**config.mk**
```make
export PLATFORM = sky130hd
export DESIGN_NAME = cs_fault_decoder
export DESIGN_NICKNAME = d
export VERILOG_FILES = /design/src/rtl/cfd_pkg.sv /design/src/rtl/cfd_region_match.sv /design/src/rtl/cfd_select_out.sv /design/src/rtl/cfd_regfile.sv /design/src/rtl/cs_fault_decoder.sv
export SDC_FILE = /design/constraint.sdc
export NUM_CORES = 1
export LEC_CHECK = 0
export BUFFER_PORTS_ARGS = -buffer_cell sky130_fd_sc_hd__buf_2
export CORE_UTILIZATION = 40
export CTS_CLUSTER_DIAMETER = 50
export DETAILED_ROUTE_END_ITERATION = 8
export MAX_ROUTING_LAYER = met4
export PLACE_DENSITY = 0.61
export SLEW_MARGIN = 20
export SYNTH_ARGS = -nofsm -noshare
export SYNTH_HDL_FRONTEND = slang
export SYNTH_SLANG_ARGS = --single-unit
```
**constraint.sdc**
```tcl
create_clock -name clk -period 8.6 [get_ports clk]
set_clock_uncertainty 0.05 [all_clocks]
set_input_delay 0.43 -clock clk [delete_from_list [all_inputs] [get_ports clk]]
set_output_delay 0.43 -clock clk [all_outputs]
set_load 0.01 [all_outputs]
```
**src/rtl/cfd_pkg.sv**
```systemverilog
package cfd_pkg;
    parameter int ADDR_W      = 24;
    parameter int NUM_CS      = 4;
    parameter int MIN_LOG2    = 13;
    parameter int NUM_PINS    = 3;
    parameter int PERIPH_CS   = 2;
    parameter int PERIPH_LOG2 = 16;
    parameter int REG_AW      = 4;
    parameter int DATA_W      = 32;

    localparam int BASE_W   = ADDR_W - MIN_LOG2;
    localparam int SIZE_W   = 4;
    localparam int CFG_WP   = 4;
    localparam int CFG_EN   = 5;
    localparam int PIN_LSB  = 4;
    localparam logic [REG_AW-1:0] REG_CTRL = REG_AW'(NUM_CS);
    localparam logic [REG_AW-1:0] REG_STAT = REG_AW'(NUM_CS + 1);

    typedef struct packed {
        logic              en;
        logic              wp;
        logic [SIZE_W-1:0] size;
        logic [BASE_W-1:0] base;
    } cs_cfg_t;

    typedef struct packed {
        logic                conf_en;
        logic                wp_en;
        logic                periph_en;
        logic [NUM_PINS-1:0] pin_en;
    } ctrl_t;

    typedef struct packed {
        logic conflict;
        logic wp_viol;
    } stat_t;
endpackage

```
**src/rtl/cfd_region_match.sv**
```systemverilog
module cfd_region_match
    import cfd_pkg::*;
(
    input  logic [ADDR_W-1:0] addr,
    input  cs_cfg_t           cfg,
    input  logic              force_periph,
    output logic              hit
);
    localparam logic [SIZE_W-1:0] MAX_CODE = SIZE_W'(ADDR_W - MIN_LOG2);

    logic [4:0]        log2_sz;
    logic [ADDR_W-1:0] mask;
    logic [ADDR_W-1:0] base_full;

    always_comb begin
        if (force_periph)
            log2_sz = 5'(PERIPH_LOG2);
        else if (cfg.size > MAX_CODE)
            log2_sz = 5'(ADDR_W);
        else
            log2_sz = 5'(MIN_LOG2) + {1'b0, cfg.size};
        mask      = {ADDR_W{1'b1}} << log2_sz;
        base_full = {cfg.base, {MIN_LOG2{1'b0}}};
        hit       = cfg.en && ((addr & mask) == (base_full & mask));
    end
endmodule

```
**src/rtl/cfd_select_out.sv**
```systemverilog
module cfd_select_out
    import cfd_pkg::*;
(
    input  logic                bus_valid,
    input  logic                bus_write,
    input  logic [1:0]          quarter,
    input  logic [NUM_CS-1:0]   hit,
    input  logic [NUM_CS-1:0]   wp,
    input  ctrl_t               ctrl,
    output logic [NUM_CS-1:0]   cs_n,
    output logic [NUM_PINS-1:0] periph_cs_n,
    output logic [NUM_PINS-1:0] pin_mode,
    output logic                conflict,
    output logic                wp_viol,
    output logic                bus_err
);
    logic [NUM_CS-1:0] wp_blk;
    logic [NUM_CS-1:0] grant;

    always_comb begin
        wp_blk   = bus_write ? (hit & wp) : '0;
        conflict = bus_valid && ($countones(hit) > 1);
        wp_viol  = bus_valid && (|wp_blk);
        grant    = (bus_valid && !conflict) ? (hit & ~wp_blk) : '0;
        cs_n     = ~grant;
        if (ctrl.periph_en)
            cs_n[PERIPH_CS] = !(grant[PERIPH_CS] && (quarter == 2'd0));
        pin_mode = ctrl.periph_en ? ctrl.pin_en : '0;
        bus_err  = (conflict && ctrl.conf_en) || (wp_viol && ctrl.wp_en);
    end

    for (genvar p = 0; p < NUM_PINS; p++) begin : g_pin
        assign periph_cs_n[p] = !(pin_mode[p] && grant[PERIPH_CS] &&
                                  (quarter == 2'(p + 1)));
    end
endmodule

```
**src/rtl/cfd_regfile.sv**
```systemverilog
module cfd_regfile
    import cfd_pkg::*;
(
    input  logic                  clk,
    input  logic                  rst_n,
    input  logic                  reg_en,
    input  logic                  reg_wr,
    input  logic [REG_AW-1:0]     reg_addr,
    input  logic [DATA_W-1:0]     reg_wdata,
    input  logic                  set_conflict,
    input  logic                  set_wp,
    output cs_cfg_t [NUM_CS-1:0]  cfg,
    output ctrl_t                 ctrl,
    output stat_t                 stat,
    output logic [DATA_W-1:0]     reg_rdata
);
    typedef struct packed {
        cs_cfg_t [NUM_CS-1:0] cfg;
        ctrl_t                ctrl;
        stat_t                stat;
    } state_t;

    state_t st_d, st_q;
    logic   wr_hit;

    always_comb begin
        st_d   = st_q;
        wr_hit = reg_en && reg_wr;
        if (wr_hit) begin
            for (int i = 0; i < NUM_CS; i++) begin
                if (reg_addr == REG_AW'(i)) begin
                    st_d.cfg[i].base = reg_wdata[ADDR_W-1:MIN_LOG2];
                    st_d.cfg[i].en   = reg_wdata[CFG_EN];
                    st_d.cfg[i].wp   = reg_wdata[CFG_WP];
                    st_d.cfg[i].size = reg_wdata[SIZE_W-1:0];
                end
            end
            if (reg_addr == REG_CTRL) begin
                st_d.ctrl.conf_en   = reg_wdata[0];
                st_d.ctrl.wp_en     = reg_wdata[1];
                st_d.ctrl.periph_en = reg_wdata[2];
                st_d.ctrl.pin_en    = reg_wdata[PIN_LSB +: NUM_PINS];
            end
            if (reg_addr == REG_STAT) begin
                st_d.stat.conflict = st_q.stat.conflict & ~reg_wdata[0];
                st_d.stat.wp_viol  = st_q.stat.wp_viol & ~reg_wdata[1];
            end
        end
        st_d.stat.conflict = st_d.stat.conflict | set_conflict;
        st_d.stat.wp_viol  = st_d.stat.wp_viol | set_wp;
    end

    always_ff @(posedge clk or negedge rst_n) begin
        if (!rst_n) st_q <= '0;
        else        st_q <= st_d;
    end

    always_comb begin
        reg_rdata = '0;
        for (int i = 0; i < NUM_CS; i++) begin
            if (reg_addr == REG_AW'(i)) begin
                reg_rdata[ADDR_W-1:MIN_LOG2] = st_q.cfg[i].base;
                reg_rdata[CFG_EN]            = st_q.cfg[i].en;
                reg_rdata[CFG_WP]            = st_q.cfg[i].wp;
                reg_rdata[SIZE_W-1:0]        = st_q.cfg[i].size;
            end
        end
        if (reg_addr == REG_CTRL) begin
            reg_rdata[0]                   = st_q.ctrl.conf_en;
            reg_rdata[1]                   = st_q.ctrl.wp_en;
            reg_rdata[2]                   = st_q.ctrl.periph_en;
            reg_rdata[PIN_LSB +: NUM_PINS] = st_q.ctrl.pin_en;
        end
        if (reg_addr == REG_STAT) begin
            reg_rdata[0] = st_q.stat.conflict;
            reg_rdata[1] = st_q.stat.wp_viol;
        end
    end

    assign cfg  = st_q.cfg;
    assign ctrl = st_q.ctrl;
    assign stat = st_q.stat;
endmodule

```
**src/rtl/cs_fault_decoder.sv**
```systemverilog
module cs_fault_decoder
    import cfd_pkg::*;
(
    input  logic                clk,
    input  logic                rst_n,
    input  logic                bus_valid,
    input  logic                bus_write,
    input  logic [ADDR_W-1:0]   bus_addr,
    input  logic                reg_en,
    input  logic                reg_wr,
    input  logic [REG_AW-1:0]   reg_addr,
    input  logic [DATA_W-1:0]   reg_wdata,
    output logic [DATA_W-1:0]   reg_rdata,
    output logic [NUM_CS-1:0]   cs_n,
    output logic [NUM_PINS-1:0] periph_cs_n,
    output logic [NUM_PINS-1:0] pin_mode,
    output logic                bus_err
);
    cs_cfg_t [NUM_CS-1:0] cfg;
    ctrl_t                ctrl;
    stat_t                stat;
    logic [NUM_CS-1:0]    hit;
    logic [NUM_CS-1:0]    wp_bits;
    logic                 conflict_w;
    logic                 wp_viol_w;

    cfd_regfile u_regs (
        .clk          (clk),
        .rst_n        (rst_n),
        .reg_en       (reg_en),
        .reg_wr       (reg_wr),
        .reg_addr     (reg_addr),
        .reg_wdata    (reg_wdata),
        .set_conflict (conflict_w),
        .set_wp       (wp_viol_w),
        .cfg          (cfg),
        .ctrl         (ctrl),
        .stat         (stat),
        .reg_rdata    (reg_rdata)
    );

    for (genvar i = 0; i < NUM_CS; i++) begin : g_region
        if (i == PERIPH_CS) begin : g_periph
            cfd_region_match u_match (
                .addr         (bus_addr),
                .cfg          (cfg[i]),
                .force_periph (ctrl.periph_en),
                .hit          (hit[i])
            );
        end else begin : g_plain
            cfd_region_match u_match (
                .addr         (bus_addr),
                .cfg          (cfg[i]),
                .force_periph (1'b0),
                .hit          (hit[i])
            );
        end
        assign wp_bits[i] = cfg[i].wp;
    end

    cfd_select_out u_out (
        .bus_valid   (bus_valid),
        .bus_write   (bus_write),
        .quarter     (bus_addr[PERIPH_LOG2-1:PERIPH_LOG2-2]),
        .hit         (hit),
        .wp          (wp_bits),
        .ctrl        (ctrl),
        .cs_n        (cs_n),
        .periph_cs_n (periph_cs_n),
        .pin_mode    (pin_mode),
        .conflict    (conflict_w),
        .wp_viol     (wp_viol_w),
        .bus_err     (bus_err)
    );
endmodule

```
==> results of run 1 <==
cell usage after synthesis (all sizes together) (8+ instances only):
master	n
nor2b	13
xnor2	30
a211oi	11
a21o	8
and2	22
dfrtp	76
a21oi	29
xor2	24
nor2	33
nand3	13
o21ai	37
clkbuf	45
buf	24
mux4	17
nor3	16
nand2b	15
inv	8
mux2	72
nor3b	10
nand2	39
a31oi	8
sequential cells by signal, summed over array words and instances (netlist names):
register / count
u_regs.cfg: 68
u_regs.ctrl: 6
u_regs.stat: 2
per-stage QoR:
step,power (µW),hold slack (ps)
floorplan,963,84.4
global placement,1130,423
detailed placement,1140,420
CTS,1540,235
global route,1620,118
finish,1540,37.9
final cells by class:
class / count / area share [%]
multi-input combinational: 533 / 58.4
inverter: 8 / 0.427
sequential: 76 / 27.0
tap: 211 / 3.75
clock buffer: 9 / 3.20
timing repair buffer: 82 / 6.10
clock inverter: 7 / 1.07
routing by layer:
layer	global-route usage, %	vias up
met2	40.6	200
met5	-	-
met1	35.2	2801
li1	-	2534
met4	8.24	0
met3	3.48	25
power breakdown:
part | switching (µW) | internal [µW] | leakage, µW | total, µW
sequential | 128 | 427 | 0.000971 | 555
clock | 163 | 227 | 0.000144 | 390
combinational | 316 | 278 | 0.00188 | 594
total | 608 | 931 | 0.00299 | 1540
worst max path at each step:
stage	startpoint	endpoint	slack [ps]	cells past startpoint
2_1_floorplan	u_regs.cfg[46]	periph_cs_n[0]	4080	13
3_3_place_gp	u_regs.cfg[45]	periph_cs_n[1]	3430	14
3_5_place_dp	u_regs.cfg[45]	periph_cs_n[2]	3380	14
4_1_cts	u_regs.cfg[28]	periph_cs_n[2]	2980	14
5_1_grt	u_regs.cfg[28]	periph_cs_n[2]	2540	14
6_report	u_regs.cfg[28]	periph_cs_n[2]	2900	14
cell families (layout without fill, tap and decap cells):
| family | after synthesis | count (layout) | share of synthesized area, % |
|---|---|---|---|
| AND/OR/NAND/NOR | 197 | 197 | 17.0 |
| AO/OA/AOI/OAI | 166 | 166 | 18.3 |
| multiplexers | 93 | 93 | 19.5 |
| buffers and inverters | 77 | 106 | 5.57 |
| flip-flops | 76 | 76 | 30.1 |
| XOR/XNOR | 54 | 54 | 7.49 |
| adder cells (fa/ha/maj) | 9 | 9 | 1.82 |
| other | 1 | 14 | 0.0594 |
worst register-to-register path, cell delays in order (launching register included):
cell and delay (ps):
dfrtp_1 610, ha_1 680, and3b_1 330, o21ai_0 110, a221o_1 330, a211oi_1 290, nand4_1 120, a21oi_1 470
ha_1 330, and2_1 150, fa_1 470, o21ai_0 280, nand2_1 80
==> qor.yml, run 1 <==
status:
  status: "finished, final reports clean"
timing:
  slew_headroom_pct: 22.3
  period_share_pct: 66.2
  setup_viol: 0
  rsz0062_at_grt: "no"
  hold_violations: 0
  fmax_mhz: 176
  setup_ws_ps: 2900
  fin_tns_setup_ps: 0
  layout_min_cycle_time_ps: 5700
  maxSlewViolCount: 0
  tightest_slew_ps: 1160
critical_path:
  path_cells: "ha_1, and3b_1, o21ai_0, a221o_1, a211oi_1, nand4_1, a21oi_1, ha_1, and2_1, fa_1, nor3b_1, and3_2, nand4_1, buf_2"
  end_kind: "output pin"
  cp.arrival_ps: 5220
  cp_slowest_cell: "ha_1"
  critPathTopFamily: "adder cells"
  reg2reg_from: "u_regs.cfg[28]"
  worstSetupPathType: "flop to output pin"
  regToRegEndpoint: "u_regs.stat[1]"
  reg2reg_slack_ps: 4200
  cp_max_fo: 20
  worst_path_largest_cell_delay_ps: 680
  ff2ff_path_depth: 12
  crit_buf_inv: 1
  startpoint_type: "flop"
  required_ps: 8120
layout:
  fin_area_mm2: 0.00703
  seq_area_mm2: 0.00190
  area_delta_synth_final_pct: 11.4
  final_cell_mix: "buf_2, dfrtp_1, mux2_2, nand2_1, o21ai_0"
  final_cells: 926
  final_util_pct: 45.9
  antenna_cells: 0
  layout_commonest_cell: "buf_2"
  fillers: 1481
  drive_above_1_share_pct: 27.3
  final_net_count: 783
  multi_input_area_mm2: 0.00411
yosys:
  ys_ff_latch: 76
  postSynthCellCount: 673
  syn-cell-area_mm2: 0.00631
  synthDistinctLibCells: 76
  syn_avg_cell_area_um2: 9.38
  synth_edf_count: 0
  synthTopCellsByArea: "dfrtp_1, mux2_2, mux4_2"
  seq_area_frac_synth_pct: 30.1
  synth_top_area_share_pct: 30.1
  ys.flop_type: "dfrtp_1"
  yosysWarnings: 0
  yosys.area.top_type: "dfrtp_1"
  async_flop_share_pct: 100
worst_hold_path:
  hp-class: "input pin to asynchronous set/reset pin"
placed_design:
  place_ws_ps: 3380
  hpwl_um: 14900
  dp.cells: 909
  port_buffers: 80
  placed_cell_area_mm2: 0.00671
  globalplace.congestion: 0.888
grt:
  antenna_found_initial: 0
  grt_usage_pct: 26.0
  grt_pass1_vias: 5214
  grt_max_degree: 77
  overflow: 0
  grt_pass1_wl_um: 30900
routing:
  ant_nets: 0
  routed_via_density: 6.00
  met1Wirelength_um: 8910
  wl_per_cell_um: 21.6
  maxUsedRoutingLayer: "met4"
  drt_iter0_drc: 495
  drtPass1Iterations: 5
  route.met3.wl_um: 1150
  route.met2.wl_um: 9570
  routed_wirelength_um: 20000
  num_vias: 5560
  drc: 0
clock_tree:
  numClockSinks: 76
  cts_buffers: 9
  cts_root_buf: "clkbuf_16"
  cts_max_level: 3
  holdBufCountCts: 0
  post-cts-setup-buffers: 0
  cts_resized: 0
  insertion_delay_ps: 350
  clk_path_buf_depth: 2
  tritoncts: "done"
  clk_pin_slew_ps: 70
floorplanning:
  die-area_mm2: 0.0163
  die_h_um: 128
  pin_count: 109
  coreArea_mm2: 0.0153
  num_rows: 45
  start_util_pct: 41.2
  die_w_um: 128
job:
  cap_violations: 0
pwr:
  vdd_drop_max_mv: 0.103
  power_leakage_uw: 0.00299
  cellPowerDensity_mw_per_mm2: 219
Note: power is estimated with default switching activity, not from simulation.
==> run 2, diff against run 1 <==
clock period = 5.5 ns   (was 8.6 ns; I/O delays follow)
==> qor.yml, run 2 (synthesis results as in run 1) <==
status:
  status: "finished, final reports clean"  # unchanged
critical_path:
  worstSetupPathType: "flop to output pin"  # unchanged
  end_kind: "output pin"  # unchanged
  cp.arrival_ps: 4850  # was 5220 ps
  required_ps: 5180  # was 8120 ps
  startpoint_type: "flop"  # unchanged
  cp_max_fo: 8  # was 20
routing:
  drtPass1Iterations: 5  # unchanged
  drc: 0  # unchanged
  routed_via_density: 5.93  # was 6.00
  drt_iter0_drc: 537  # was 495
  wl_per_cell_um: 21.5  # was 21.6 µm
  ant_nets: 0  # unchanged
  num_vias: 5564  # was 5,560
  routed_wirelength_um: 20200  # was 20,000 µm
timing:
  period_share_pct: 94.1
  fmax_mhz: 193
  setup_viol: 0  # unchanged
  hold_violations: 0  # unchanged
  fin_tns_setup_ps: 0  # unchanged
  setup_ws_ps: 323  # was 2900 ps
  tightest_slew_ps: 1080  # was 1160 ps
  slew_headroom_pct: 27.5  # was 22.3%
  layout_min_cycle_time_ps: 5180
  worst_hold_slack_ps: 119  # was 37.9 ps
  maxSlewViolCount: 0  # unchanged
  rsz0062_at_grt: "no"  # unchanged
clock_tree:
  clk_pin_slew_ps: 70  # about the same
  clk_path_buf_depth: 2  # unchanged
  cts_buffers: 9  # unchanged
  tritoncts: "done"  # unchanged
  insertion_delay_ps: 350  # about the same
  numClockSinks: 76  # unchanged
  cts_root_buf: "clkbuf_16"  # unchanged
  cts_max_level: 3  # unchanged
  post-cts-setup-buffers: 0  # unchanged
pwr:
  vdd_drop_max_mv: 0.197  # was 0.103 mV
  cellPowerDensity_mw_per_mm2: 345  # was 219 mW/mm²
  power_leakage_uw: 0.00308  # was 0.00299 µW
placed_design:
  globalplace.congestion: 0.966  # was 0.888
  dp.cells: 920  # was 909
  place_ws_ps: 582  # was 3380 ps
  hpwl_um: 15000  # was 14,900 µm
  port_buffers: 80  # unchanged
  placed_cell_area_mm2: 0.00680  # was 0.00671 mm²
grt:
  overflow: 0  # unchanged
  grt_usage_pct: 26.2  # was 26.0%
  antenna_found_initial: 0  # unchanged
  grt_max_degree: 77  # unchanged
  grt_pass1_wl_um: 31100  # was 30,900 µm
  grt_pass1_vias: 5405  # was 5,214
floorplanning:
  coreArea_mm2: 0.0153  # unchanged
  start_util_pct: 41.2  # unchanged
  num_rows: 45  # unchanged
  die-area_mm2: 0.0163  # unchanged
  pin_count: 109  # unchanged
  die_w_um: 128  # unchanged
  die_h_um: 128  # unchanged
layout:
  fillers: 1472  # was 1,481
  final_net_count: 796  # was 783
  largest_reg_flops: 68  # unchanged
  final_cells: 939  # was 926
  antenna_cells: 0  # unchanged
  multi_input_area_mm2: 0.00412  # was 0.00411 mm²
  final_cell_mix: "buf_2, dfrtp_1, mux2_2, nand2_1, o21ai_0"  # unchanged
  fin_area_mm2: 0.00719  # was 0.00703 mm²
  area_delta_synth_final_pct: 13.9  # was 11.4%
  drive_above_1_share_pct: 28.7  # was 27.3%
  layout_commonest_cell: "buf_2"  # unchanged
  seq_area_mm2: 0.00190  # unchanged
worst_hold_path:
  hp-class: "input pin to flop"  # was input pin to asynchronous set/reset pin
job:
  cap_violations: 0  # unchanged
[run 2: what timing repair did]
item | CTS | global route
resized for setup | 0 | 3
endpoints found under the hold margin | 0 | 18
endpoints found under the setup margin | 0 | 4
hold buffers | 0 | 1
[run 2: worst paths after layout]
check / end / cells past startpoint / from / slack, ps
worst max register to register: u_regs.stat[1] / 12 / u_regs.cfg[46] / 1300
min in group asynchronous: u_regs.cfg[3] / 2 / rst_n / 300
worst min register to register: u_regs.stat[1] / 2 / u_regs.stat[1] / 450
max in group asynchronous: u_regs.cfg[14] / 3 / rst_n / 4520
worst min-delay path: u_regs.ctrl[2] / 2 / reg_wdata[6] / 120
worst max-delay path: periph_cs_n[2] / 14 / u_regs.cfg[46] / 320
[run 2: cell type report]
cell class	count	share of cell area [%]
Tap cell	211	3.67
Sequential cell	76	26.5
Clock inverter	7	1.38
Multi-Input combinational cell	533	57.3
Clock buffer	9	3.13
Timing Repair Buffer	95	7.59
Inverter	8	0.418
[run 2: layer usage]
layer	vias up	GRT usage [%]	routed length (µm)
met4	0	12.7	835
met3	44	3.89	1200
met2	232	39.8	9190
met1	2739	34.3	8960
met5	-	-	0
li1	2549	-	-
[run 2: where the power goes]
part,total (µW),internal (µW),switching (µW),leakage (µW)
clock network,649,401,248,0.000162
registers,824,669,156,0.000971
logic,1000,458,545,0.00195
[run 2: metrics by stage]
stage                     total power [µW]  util, %
after detailed placement              1810     44.4
after floorplan                       1510        -
final                                 2480     46.9
after CTS                             2470     46.5
after global routing                  2610     46.9
after global placement                1780     44.4
[run 2: worst max-delay path: stages, from the launching register on]
cell,delay [ps]
dfrtp_1,470
ha_2,450
or3b_1,420
o31ai_1,210
a22oi_1,100
a2111o_1,390
o41a_1,450
nor3_2,230
ha_1,290
and2_1,170
fa_1,510
nor3b_4,260
and3_2,280
nand4_1,100
buf_2,160
==> run 3, diff against run 2 <==
--- a/constraint.sdc
+++ b/constraint.sdc
@@ -4,2 +4,2 @@
 set_output_delay 0.275 -clock clk [all_outputs]
-set_load 0.01 [all_outputs]
+set_load 0.02 [all_outputs]
==> qor.yml, run 3 (synthesis results as in run 1) <==
floorplanning:
  die_w_um: 128  # unchanged
  pin_count: 109  # unchanged
  die_h_um: 128  # unchanged
  num_rows: 45  # unchanged
  die-area_mm2: 0.0163  # unchanged
  coreArea_mm2: 0.0153  # unchanged
  start_util_pct: 41.2  # unchanged
layout:
  final_cell_mix: "buf_2, dfrtp_1, mux2_2, nand2_1, o21ai_0"  # unchanged
  drive_above_1_share_pct: 28.2  # was 28.7%
  largest_reg_flops: 68  # unchanged
  final_net_count: 793  # was 796
  area_delta_synth_final_pct: 13.0  # was 13.9%
  fin_area_mm2: 0.00713  # was 0.00719 mm²
  final_util_pct: 46.6  # was 46.9%
  layout_commonest_cell: "buf_2"  # unchanged
  antenna_cells: 0  # unchanged
grt:
  overflow: 0  # unchanged
  grt_max_degree: 77  # unchanged
  grt_pass1_wl_um: 30800  # was 31,100 µm
  grt_usage_pct: 26.0  # was 26.2%
  grt_pass1_vias: 5341  # was 5,405
  antenna_found_initial: 0  # unchanged
clock_tree:
  tritoncts: "done"  # unchanged
  cts_max_level: 3  # unchanged
  insertion_delay_ps: 350  # about the same
  cts_buffers: 9  # unchanged
  numClockSinks: 76  # unchanged
  post-cts-setup-buffers: 0  # unchanged
  clk_path_buf_depth: 2  # unchanged
  cts_root_buf: "clkbuf_16"  # unchanged
  clk_pin_slew_ps: 60  # was 70 ps
timing:
  layout_min_cycle_time_ps: 5260  # was 5180 ps
  setup_viol: 0  # unchanged
  hold_violations: 0  # unchanged
  fmax_mhz: 190  # was 193 MHz
  tightest_slew_ps: 1120  # was 1080 ps
  maxSlewViolCount: 0  # unchanged
  period_share_pct: 95.6  # was 94.1%
  slew_headroom_pct: 24.8  # was 27.5%
job:
  cap_violations: 0  # unchanged
routing:
  ant_nets: 0  # unchanged
  wl_per_cell_um: 21.3  # was 21.5 µm
  drc: 0  # unchanged
  num_vias: 5555  # was 5,564
  drtPass1Iterations: 5  # unchanged
  routed_via_density: 5.94  # was 5.93
  routed_wirelength_um: 19900  # was 20,200 µm
  drt_iter0_drc: 457  # was 537
placed_design:
  globalplace.congestion: 0.965  # was 0.966
  hpwl_um: 14700  # was 15,000 µm
  port_buffers: 80  # unchanged
  placed_cell_area_mm2: 0.00678  # was 0.00680 mm²
critical_path:
  startpoint_type: "flop"  # unchanged
  critPathTopFamily: "simple AND/OR/NAND/NOR gates"  # unchanged
  reg2reg_slack_ps: 1300  # about the same
  worst_path_largest_cell_delay_ps: 490  # was 510 ps
  path_cells: "ha_1, or3b_1, o31ai_1, a22oi_1, a2111o_1, o41a_1, nor3_2, ha_1, and2_1, fa_1, nor3b_2, and3_2, nand4_1, buf_2"  # was ha_2, or3b_1, o31ai_1, a22oi_1, a2111o_1, o41a_1, nor3_2, ha_1, and2_1, fa_1, nor3b_4, and3_2, nand4_1, buf_2
  regToRegEndpoint: "u_regs.stat[1]"  # unchanged
  worstSetupPathType: "flop to output pin"  # unchanged
  ff2ff_path_depth: 12  # unchanged
  required_ps: 5180  # about the same
  end_kind: "output pin"  # unchanged
  cp_max_fo: 8  # unchanged
  crit_buf_inv: 1  # unchanged
  cp.arrival_ps: 4930  # was 4850 ps
  cp_slowest_cell: "fa_1"  # unchanged
  reg2reg_from: "u_regs.cfg[46]"  # unchanged
  cpMostUsedCell: "ha_1"
pwr:
  vdd_drop_max_mv: 0.216  # was 0.197 mV
  cellPowerDensity_mw_per_mm2: 347  # was 345 mW/mm²
  power_leakage_uw: 0.00306  # was 0.00308 µW
  p_total_uw: 2480  # about the same
status:
  status: "finished, final reports clean"  # unchanged
worst_hold_path:
  min-delay-start: "reg_wdata[6]"  # unchanged
  hp-class: "input pin to flop"  # unchanged
  hold_depth: 2  # unchanged
  holdPathEnd: "u_regs.ctrl[2]"  # unchanged
run 3: cell type report:
type,instances,area [µm²]
Sequential cell,76,1900
Clock inverter,4,73.8
Inverter,8,30.0
Timing Repair Buffer,92,508
Tap cell,211,264
Multi-Input combinational cell,533,4110
Fill cell,1484,8180
Clock buffer,11,243
run 3: worst register-to-register path, stage by stage (launching register included):
cell      delay (ps)
dfrtp_1          460
ha_1             450
or3b_1           440
o31ai_1          240
a22oi_1          100
a2111o_1         390
o41a_1           460
nor3_2           230
ha_1             280
and2_1           170
fa_1             490
o21ai_0          250
nand2_1           80
run 3: worst max-delay path by stage:
stage	cells after the start	startpoint	endpoint
3_3_place_gp	14	u_regs.cfg[46]	periph_cs_n[1]
5_1_grt	14	u_regs.cfg[46]	periph_cs_n[1]
6_report	14	u_regs.cfg[46]	periph_cs_n[1]
4_1_cts	14	u_regs.cfg[46]	periph_cs_n[1]
3_5_place_dp	14	u_regs.cfg[46]	periph_cs_n[1]
2_1_floorplan	13	u_regs.cfg[46]	periph_cs_n[0]
run 3: per-stage QoR:
step	setup slack, ps	setup TNS [ps]	instances	hold WS, ps
floorplan	1050	0	686	-70.6
global placement	600	0	918	412
detailed placement	542	0	918	431
CTS	156	0	933	79.1
global route	-4.72	-4.72	935	104
finish	245	0	935	114
run 3: routing by layer:
layer,GRT usage [%],wire (µm)
met5,-,0
met4,12.1,739
met3,3.94,1200
met2,38.8,8980
met1,34.8,8970
run 3: power breakdown:
part	total, µW	switching, µW	internal (µW)	leakage, µW
clock network	649	242	407	0.000156
logic	1000	549	454	0.00193
registers	826	157	669	0.000971
run 3: timing repair:
| item | in CTS | in global routing |
|---|---|---|
| endpoints found under the hold margin | 0 | 36 |
| setup endpoints to repair | 0 | 4 |
| hold buffers | 0 | 1 |
| gates resized for setup | 0 | 2 |
